File: src/rtl/cmd_chan_pkg.sv
package cmd_chan_pkg;

    localparam int DATA_W  = 32;
    localparam int SID_W   = 4;
    localparam int LEN_W   = 2;
    localparam int CLS_W   = 2;
    localparam int RADDR_W = 16;
    localparam int CODE_W  = 3;
    localparam int NBYTES  = DATA_W / 8;

    // word index of each register in the window
    localparam int IDX_CMD   = 0;
    localparam int IDX_WDATA = 1;
    localparam int IDX_RDATA = 2;
    localparam int IDX_VCLR  = 3;
    localparam int IDX_STAT  = 4;
    localparam int NREG      = 5;

    typedef enum logic [CODE_W-1:0] {
        ST_IDLE = 3'd0,
        ST_SEND = 3'd1,
        ST_RESP = 3'd2,
        ST_HOLD = 3'd6
    } state_e;

    typedef enum logic [CLS_W-1:0] {
        CLS_REG0 = 2'd0,
        CLS_REG  = 2'd1,
        CLS_RSVD = 2'd2,
        CLS_EXTL = 2'd3
    } cls_e;

    typedef struct packed {
        cls_e               cls;
        logic               wr;
        logic [SID_W-1:0]   sid;
        logic [LEN_W-1:0]   len;
        logic [RADDR_W-1:0] addr;
    } req_t;

    function automatic req_t unpack_cmd(input logic [DATA_W-1:0] w);
        req_t r;
        r.cls  = cls_e'(w[31:30]);
        r.wr   = w[29];
        r.sid  = w[27:24];
        r.len  = w[17:16];
        r.addr = w[15:0];
        return r;
    endfunction

    function automatic logic cls_ok(input cls_e c);
        return c != CLS_RSVD;
    endfunction

    function automatic logic [DATA_W-1:0] keep_bytes(input logic [DATA_W-1:0] d,
                                                     input logic [LEN_W-1:0]  len);
        logic [DATA_W-1:0] o;
        o = '0;
        for (int b = 0; b < NBYTES; b++) begin
            if (b <= int'(len)) o[8*b +: 8] = d[8*b +: 8];
        end
        return o;
    endfunction

endpackage

File: src/rtl/cmd_chan_regdec.sv
module cmd_chan_regdec
    import cmd_chan_pkg::*;
#(
    parameter int AW = 5
) (
    input  logic              reg_wr,
    input  logic [AW-1:0]     reg_addr,
    input  logic [DATA_W-1:0] wdata_q,
    input  logic [DATA_W-1:0] rdata_q,
    input  logic [DATA_W-1:0] status,
    output logic              hit_cmd,
    output logic              hit_wdata,
    output logic              hit_vclr,
    output logic [DATA_W-1:0] reg_rdata
);
    logic [NREG-1:0] sel;
    logic [NREG-1:0] wsel;

    for (genvar i = 0; i < NREG; i++) begin : g_sel
        assign sel[i]  = (reg_addr == AW'(i * 4));
        assign wsel[i] = reg_wr && sel[i];
    end

    assign hit_cmd   = wsel[IDX_CMD];
    assign hit_wdata = wsel[IDX_WDATA];
    assign hit_vclr  = wsel[IDX_VCLR];

    always_comb begin
        reg_rdata = '0;
        if (sel[IDX_WDATA]) reg_rdata = wdata_q;
        if (sel[IDX_RDATA]) reg_rdata = rdata_q;
        if (sel[IDX_STAT])  reg_rdata = status;
    end
endmodule

File: src/rtl/cmd_chan_fsm.sv
module cmd_chan_fsm
    import cmd_chan_pkg::*;
(
    input  logic   clk,
    input  logic   rst,
    input  logic   hit_cmd,
    input  req_t   cmd_in,
    input  logic   clr_req,
    input  logic   req_ready,
    input  logic   rsp_valid,
    output state_e st,
    output logic   err_q,
    output req_t   req_q,
    output logic   req_valid,
    output logic   capture
);
    logic reject;

    assign reject    = hit_cmd && ((st != ST_IDLE) || !cls_ok(cmd_in.cls));
    assign req_valid = (st == ST_SEND);
    assign capture   = (st == ST_RESP) && rsp_valid;

    always_ff @(posedge clk) begin
        if (rst) begin
            st    <= ST_IDLE;
            err_q <= 1'b0;
            req_q <= '0;
        end else begin
            if (reject) err_q <= 1'b1;
            case (st)
                ST_IDLE: begin
                    if (hit_cmd && cls_ok(cmd_in.cls)) begin
                        req_q <= cmd_in;
                        st    <= ST_SEND;
                    end
                end
                ST_SEND: begin
                    if (req_ready) st <= req_q.wr ? ST_IDLE : ST_RESP;
                end
                ST_RESP: begin
                    if (rsp_valid) st <= ST_HOLD;
                end
                ST_HOLD: begin
                    if (clr_req) st <= ST_IDLE;
                end
                default: st <= ST_IDLE;
            endcase
        end
    end
endmodule

File: src/rtl/cmd_chan_data.sv
module cmd_chan_data
    import cmd_chan_pkg::*;
(
    input  logic              clk,
    input  logic              rst,
    input  logic              ld_wdata,
    input  logic [DATA_W-1:0] wdata_in,
    input  logic              capture,
    input  logic [DATA_W-1:0] rsp_data,
    input  logic [LEN_W-1:0]  len,
    output logic [DATA_W-1:0] wdata_q,
    output logic [DATA_W-1:0] rdata_q
);
    always_ff @(posedge clk) begin
        if (rst) begin
            wdata_q <= '0;
            rdata_q <= '0;
        end else begin
            if (ld_wdata) wdata_q <= wdata_in;
            if (capture)  rdata_q <= keep_bytes(rsp_data, len);
        end
    end
endmodule

File: src/rtl/cmd_chan.sv
module cmd_chan
    import cmd_chan_pkg::*;
#(
    parameter int REG_AW = 5
) (
    input  logic              clk,
    input  logic              rst,
    input  logic              reg_wr,
    input  logic [REG_AW-1:0] reg_addr,
    input  logic [31:0]       reg_wdata,
    output logic [31:0]       reg_rdata,
    output logic              req_valid,
    input  logic              req_ready,
    output logic [1:0]        req_class,
    output logic              req_write,
    output logic [3:0]        req_sid,
    output logic [1:0]        req_len,
    output logic [15:0]       req_addr,
    output logic [31:0]       req_wdata,
    input  logic              rsp_valid,
    input  logic [31:0]       rsp_data
);
    localparam int STAT_PAD = DATA_W - CODE_W - 1;

    logic              hit_cmd, hit_wdata, hit_vclr;
    logic              capture, err_q;
    state_e            st;
    logic [CODE_W-1:0] st_code;
    req_t              cmd_in, req_q;
    logic [DATA_W-1:0] wdata_q, rdata_q, status;

    assign cmd_in  = unpack_cmd(reg_wdata);
    assign st_code = st;
    assign status  = {{STAT_PAD{1'b0}}, st_code, err_q};

    cmd_chan_regdec #(.AW(REG_AW)) u_dec (
        .reg_wr    (reg_wr),
        .reg_addr  (reg_addr),
        .wdata_q   (wdata_q),
        .rdata_q   (rdata_q),
        .status    (status),
        .hit_cmd   (hit_cmd),
        .hit_wdata (hit_wdata),
        .hit_vclr  (hit_vclr),
        .reg_rdata (reg_rdata)
    );

    cmd_chan_fsm u_fsm (
        .clk       (clk),
        .rst       (rst),
        .hit_cmd   (hit_cmd),
        .cmd_in    (cmd_in),
        .clr_req   (hit_vclr && reg_wdata[0]),
        .req_ready (req_ready),
        .rsp_valid (rsp_valid),
        .st        (st),
        .err_q     (err_q),
        .req_q     (req_q),
        .req_valid (req_valid),
        .capture   (capture)
    );

    cmd_chan_data u_data (
        .clk      (clk),
        .rst      (rst),
        .ld_wdata (hit_wdata && (st == ST_IDLE)),
        .wdata_in (reg_wdata),
        .capture  (capture),
        .rsp_data (rsp_data),
        .len      (req_q.len),
        .wdata_q  (wdata_q),
        .rdata_q  (rdata_q)
    );

    assign req_class = req_q.cls;
    assign req_write = req_q.wr;
    assign req_sid   = req_q.sid;
    assign req_len   = req_q.len;
    assign req_addr  = req_q.addr;
    assign req_wdata = wdata_q;
endmodule

File: config.mk
export PLATFORM = sky130hd
export DESIGN_NAME = cmd_chan
export DESIGN_NICKNAME = d
export VERILOG_FILES = /design/src/rtl/cmd_chan_pkg.sv /design/src/rtl/cmd_chan_regdec.sv /design/src/rtl/cmd_chan_fsm.sv /design/src/rtl/cmd_chan_data.sv /design/src/rtl/cmd_chan.sv
export SDC_FILE = /design/constraint.sdc
export NUM_CORES = 1
export LEC_CHECK = 0
export ABC_AREA = 1
export BUFFER_PORTS_ARGS = -buffer_cell sky130_fd_sc_hd__buf_2
export CAP_MARGIN = 20
export CORE_MARGIN = 8
export CORE_UTILIZATION = 48
export DETAILED_ROUTE_END_ITERATION = 12
export PLACE_DENSITY = 0.8
export SYNTH_ARGS = -nofsm -noshare
export SYNTH_HDL_FRONTEND = slang
export SYNTH_SLANG_ARGS = --single-unit
File: constraint.sdc
create_clock -name clk -period 1.5 [get_ports clk]
set_input_delay 0.075 -clock clk [delete_from_list [all_inputs] [get_ports clk]]
set_output_delay 0.075 -clock clk [all_outputs]
set_load 0.01 [all_outputs]
==> results.txt <==
----------------------------------------------------
[Run status]
  Status ... complete, no violations

[Clock tree]
  Number of buffers added by the clock tree synthesis step ... 9
  CTS root buffer ... sky130_fd_sc_hd__clkbuf_8
  Clock Tree Buf Depth ... 2
  Clk_lat worst skew ... 0.35 ns
  TritonCTS clock tree ... done
  Clock transition at the registers of the reported paths ... 0.08 ns
  Number of clock sinks ... between 90 and 100
  H-tree levels ... 3

[Synth]
  Share of flip-flops with an asynchronous set or reset ... 0
  Area of the mapped netlist ... 4040 um2
  Main flop type after synthesis ... sky130_fd_sc_hd__dfxtp_1
  Total of flip-flops plus latches after synthesis ... 93
  Yosys warning total ... 0
  Number of distinct library cells after synthesis ... 29
  Average cell area after synthesis ... roughly 8.1 um2
  Synthesized instance count ... between 500 and 600
  Sequential cell area fraction in the yosys report ... 0.461
  Net Count, Synth ... ~580
  Number of flops mapped to enable cells by yosys ... 0

[Die]
  Area of the placeable core ... 8180 um2
  Area of the die ... 11600 um2
  Boundary pin count ... 164
  Initial cell density of the core ... 0.494
  Floorplan die height ... about 110 um
  Die width ... 108 um
  Number of placement rows ... 33

[Placement]
  Quantity of I/O buffers inserted on ports ... 163
  Pre-CTS setup slack ... 0.127 ns
  Cell count after placement ... 757
  Placed wire-length estimate after detailed placement ... 9.64 mm
  Last weighted congestion value of the routability-driven placer ... 0.845

[Finish]
  Net count of the finished layout ... between 700 and 800
  Syn-to-layout area delta ... 45.9%
  Leading cell type in the layout, fill and taps excluded ... sky130_fd_sc_hd__buf_2
  Cell Count, Final, Fillers Out ... 835
  Filler Cell Count ... roughly 650
  Core utilization of the finished layout ... 0.721
  Commonest cells after routing, fill and taps aside ... sky130_fd_sc_hd__buf_2 (163), sky130_fd_sc_hd__dfxtp_1 (90), sky130_fd_sc_hd__dlygate4sd3_1 (61)
  Fraction of layout cells with a size suffix above 1 ... 0.334

[Routing]
  Total wirelength of the detailed-routed design ... 14.0 mm
  ANT nets after route ... 0
  Detailed-route wire length per cell ... 16.8 um
  Count of unresolved DRC violations after routing ... 0
  Starting DRT DRC Count ... 198
  Vias after detailed routing ... 4399
  Drt first pass iters ... 4
  Via count normalized by instance count ... 5.27

[Worst setup path]
  Count of cells along the worst register-to-register path ... 8
  Reg-to-reg endpoint ... u_fsm.st[0]
  Critical path required time ... 1.42 ns
  Max Fanout on Critical Path ... 5
  Worst reg2reg path startpoint ... u_fsm.st[2]
  Type of destination of the critical path ... output pin
  Category of the worst setup path launch point ... flip-flop
  Arrival time reported for the critical path endpoint ... 1.31 ns
  Setup slack of the worst register-to-register path ... ~0.16 ns
  Critical path start-end classification ... reg2out

[STA]
  Final-layout worst hold slack ... approximately 0.013 ns
  Post-Route Skew ... 0.00745 ns
  Maximum operating frequency ... between 0.7 and 0.8 GHz
  Unrepaired setup endpoints after global routing ... false
  Max-slew violation count ... 0
  Number of endpoints failing setup at the final stage ... 0
  Final sum of negative setup slack ... 0 ns
  Endpoints failing hold ... 0
  Worst-margin pin slew ... 0.341 ns
  Final WS setup ... between 0.1 and 0.15 ns
  Shortest clock period the worst path allows after layout ... around 1.4 ns
  Remaining max-slew budget at the tightest pin ... 0.773
  Final cycle utilization of the critical path ... 0.923

[GRT]
  Overall overflow remaining after global route ... 0
  Wire length of the first global-routing pass ... 22.6 mm
  Pin count of the biggest net entering global routing ... 29
  Number of global-route vias before repair ... 4583
  Antenna violations before repair ... 1
  Aggregate global-route resource usage ... 0.242

[Power and ir drop]
  Pleak ... 2.77 nW
  Largest vdd supply drop ... 547 uV
  Pwr dens ... slightly below 1000 nW/um2

[Worst hold path]
  Hold path start ... rsp_data[2]
  Cell depth of the worst min-delay path ... 3
  Type of the most critical hold path ... in2reg
  Worst hold path endpoint ... u_data.rdata_q[2]

[Job]
  Max-cap violation count ... 0

----------------------------------------------------
-- registers in the layout, indices dropped and copies added, names as in the netlist --
name	cells
u_data.rdata_q	32
u_data.wdata_q	32
u_fsm.req_q	25
u_fsm.st	3
u_fsm.err_q	1
-- worst max-delay path by stage --
stage | start | endpoint | slack, ns | depth (start not counted)
6_report | u_fsm.st[0] | req_valid | 0.12 | 3
5_1_grt | u_fsm.st[2] | u_data.wdata_q[1] | 0.04 | 6
4_1_cts | u_fsm.st[0] | req_valid | 0.01 | 3
3_5_place_dp | u_fsm.st[1] | u_data.rdata_q[23] | 0.13 | 7
3_3_place_gp | u_fsm.st[2] | u_fsm.req_q[11] | 0.19 | 7
2_1_floorplan | u_fsm.st[2] | u_fsm.req_q[0] | 0.24 | 8
-- report_power, final --
part | switching, W | internal (W)
clock | 0.000843 | 0.00131
sequential | 0.0000707 | 0.00255
combinational | 0.000604 | 0.000425
-- layout make-up --
cell class	count	area [um2]	share of cell area
diodes	2	5.00	0.000849
clock buffers	11	141	0.0240
clock inverters	4	120	0.0204
inverters	50	189	0.0321
multi-input cells	322	1770	0.300
flip-flops and latches	93	1870	0.317
well taps	105	131	0.0223
repair buffers	248	1670	0.283
-- synth_stat cells, types with 3 or more instances --
library cell,count,area share
sky130_fd_sc_hd__a21oi_1,58,0.072
sky130_fd_sc_hd__a21oi_2,25,0.054
sky130_fd_sc_hd__a22o_1,29,0.063
sky130_fd_sc_hd__buf_2,13,0.016
sky130_fd_sc_hd__buf_4,3,0.0056
sky130_fd_sc_hd__buf_6,8,0.022
sky130_fd_sc_hd__clkbuf_1,9,0.0084
sky130_fd_sc_hd__dfxtp_1,93,0.46
sky130_fd_sc_hd__inv_1,46,0.043
sky130_fd_sc_hd__inv_2,3,0.0028
sky130_fd_sc_hd__nand2_1,50,0.046
sky130_fd_sc_hd__nand3_1,32,0.040
sky130_fd_sc_hd__nor2_1,47,0.044
sky130_fd_sc_hd__nor2_4,4,0.011
sky130_fd_sc_hd__nor3_1,3,0.0037
sky130_fd_sc_hd__o21ai_0,25,0.031
sky130_fd_sc_hd__o21ai_1,40,0.050
-- kinds of logic (layout without fill, tap and decap cells) --
logic type             Yosys count  in the layout  synth area share
other                            0              2                 0
and+or+nand+nor                145            145             0.167
buffers and inverters           86            313             0.102
AOI/OAI and AO/OA              177            177             0.270
DFF                             93             93             0.461
-- through the flow --
stage | area, um2 | total power, W
5_1_grt | 5890 | 0.00605
2_1_floorplan | 4040 | 0.00324
6_report | 5890 | 0.00581
3_5_place_dp | 5010 | 0.00356
4_1_cts | 5880 | 0.00582
3_3_place_gp | 5010 | 0.00353
-- critical path, cell delays in order, from the launching register on --
cell	delay, ns
sky130_fd_sc_hd__dfxtp_2	0.42
sky130_fd_sc_hd__inv_2	0.07
sky130_fd_sc_hd__nor3_1	0.27
sky130_fd_sc_hd__buf_2	0.20
-- per-layer routing --
metal	global-route usage	part of all wire
met1	0.262	0.40
met2	0.428	0.50
met3	0.0599	0.075
met4	0.120	0.033
met5	0	0
-- repair_timing --
item / 4_1_cts / 5_1_grt
endpoints found under the setup margin: 0 / 11
buffers inserted: 0 / 0
endpoints found under the hold margin: 74 / 0
gates resized for setup: 0 / 3
hold buffers: 61 / 0
No activity file was read; power rests on OpenSTA's default activity.
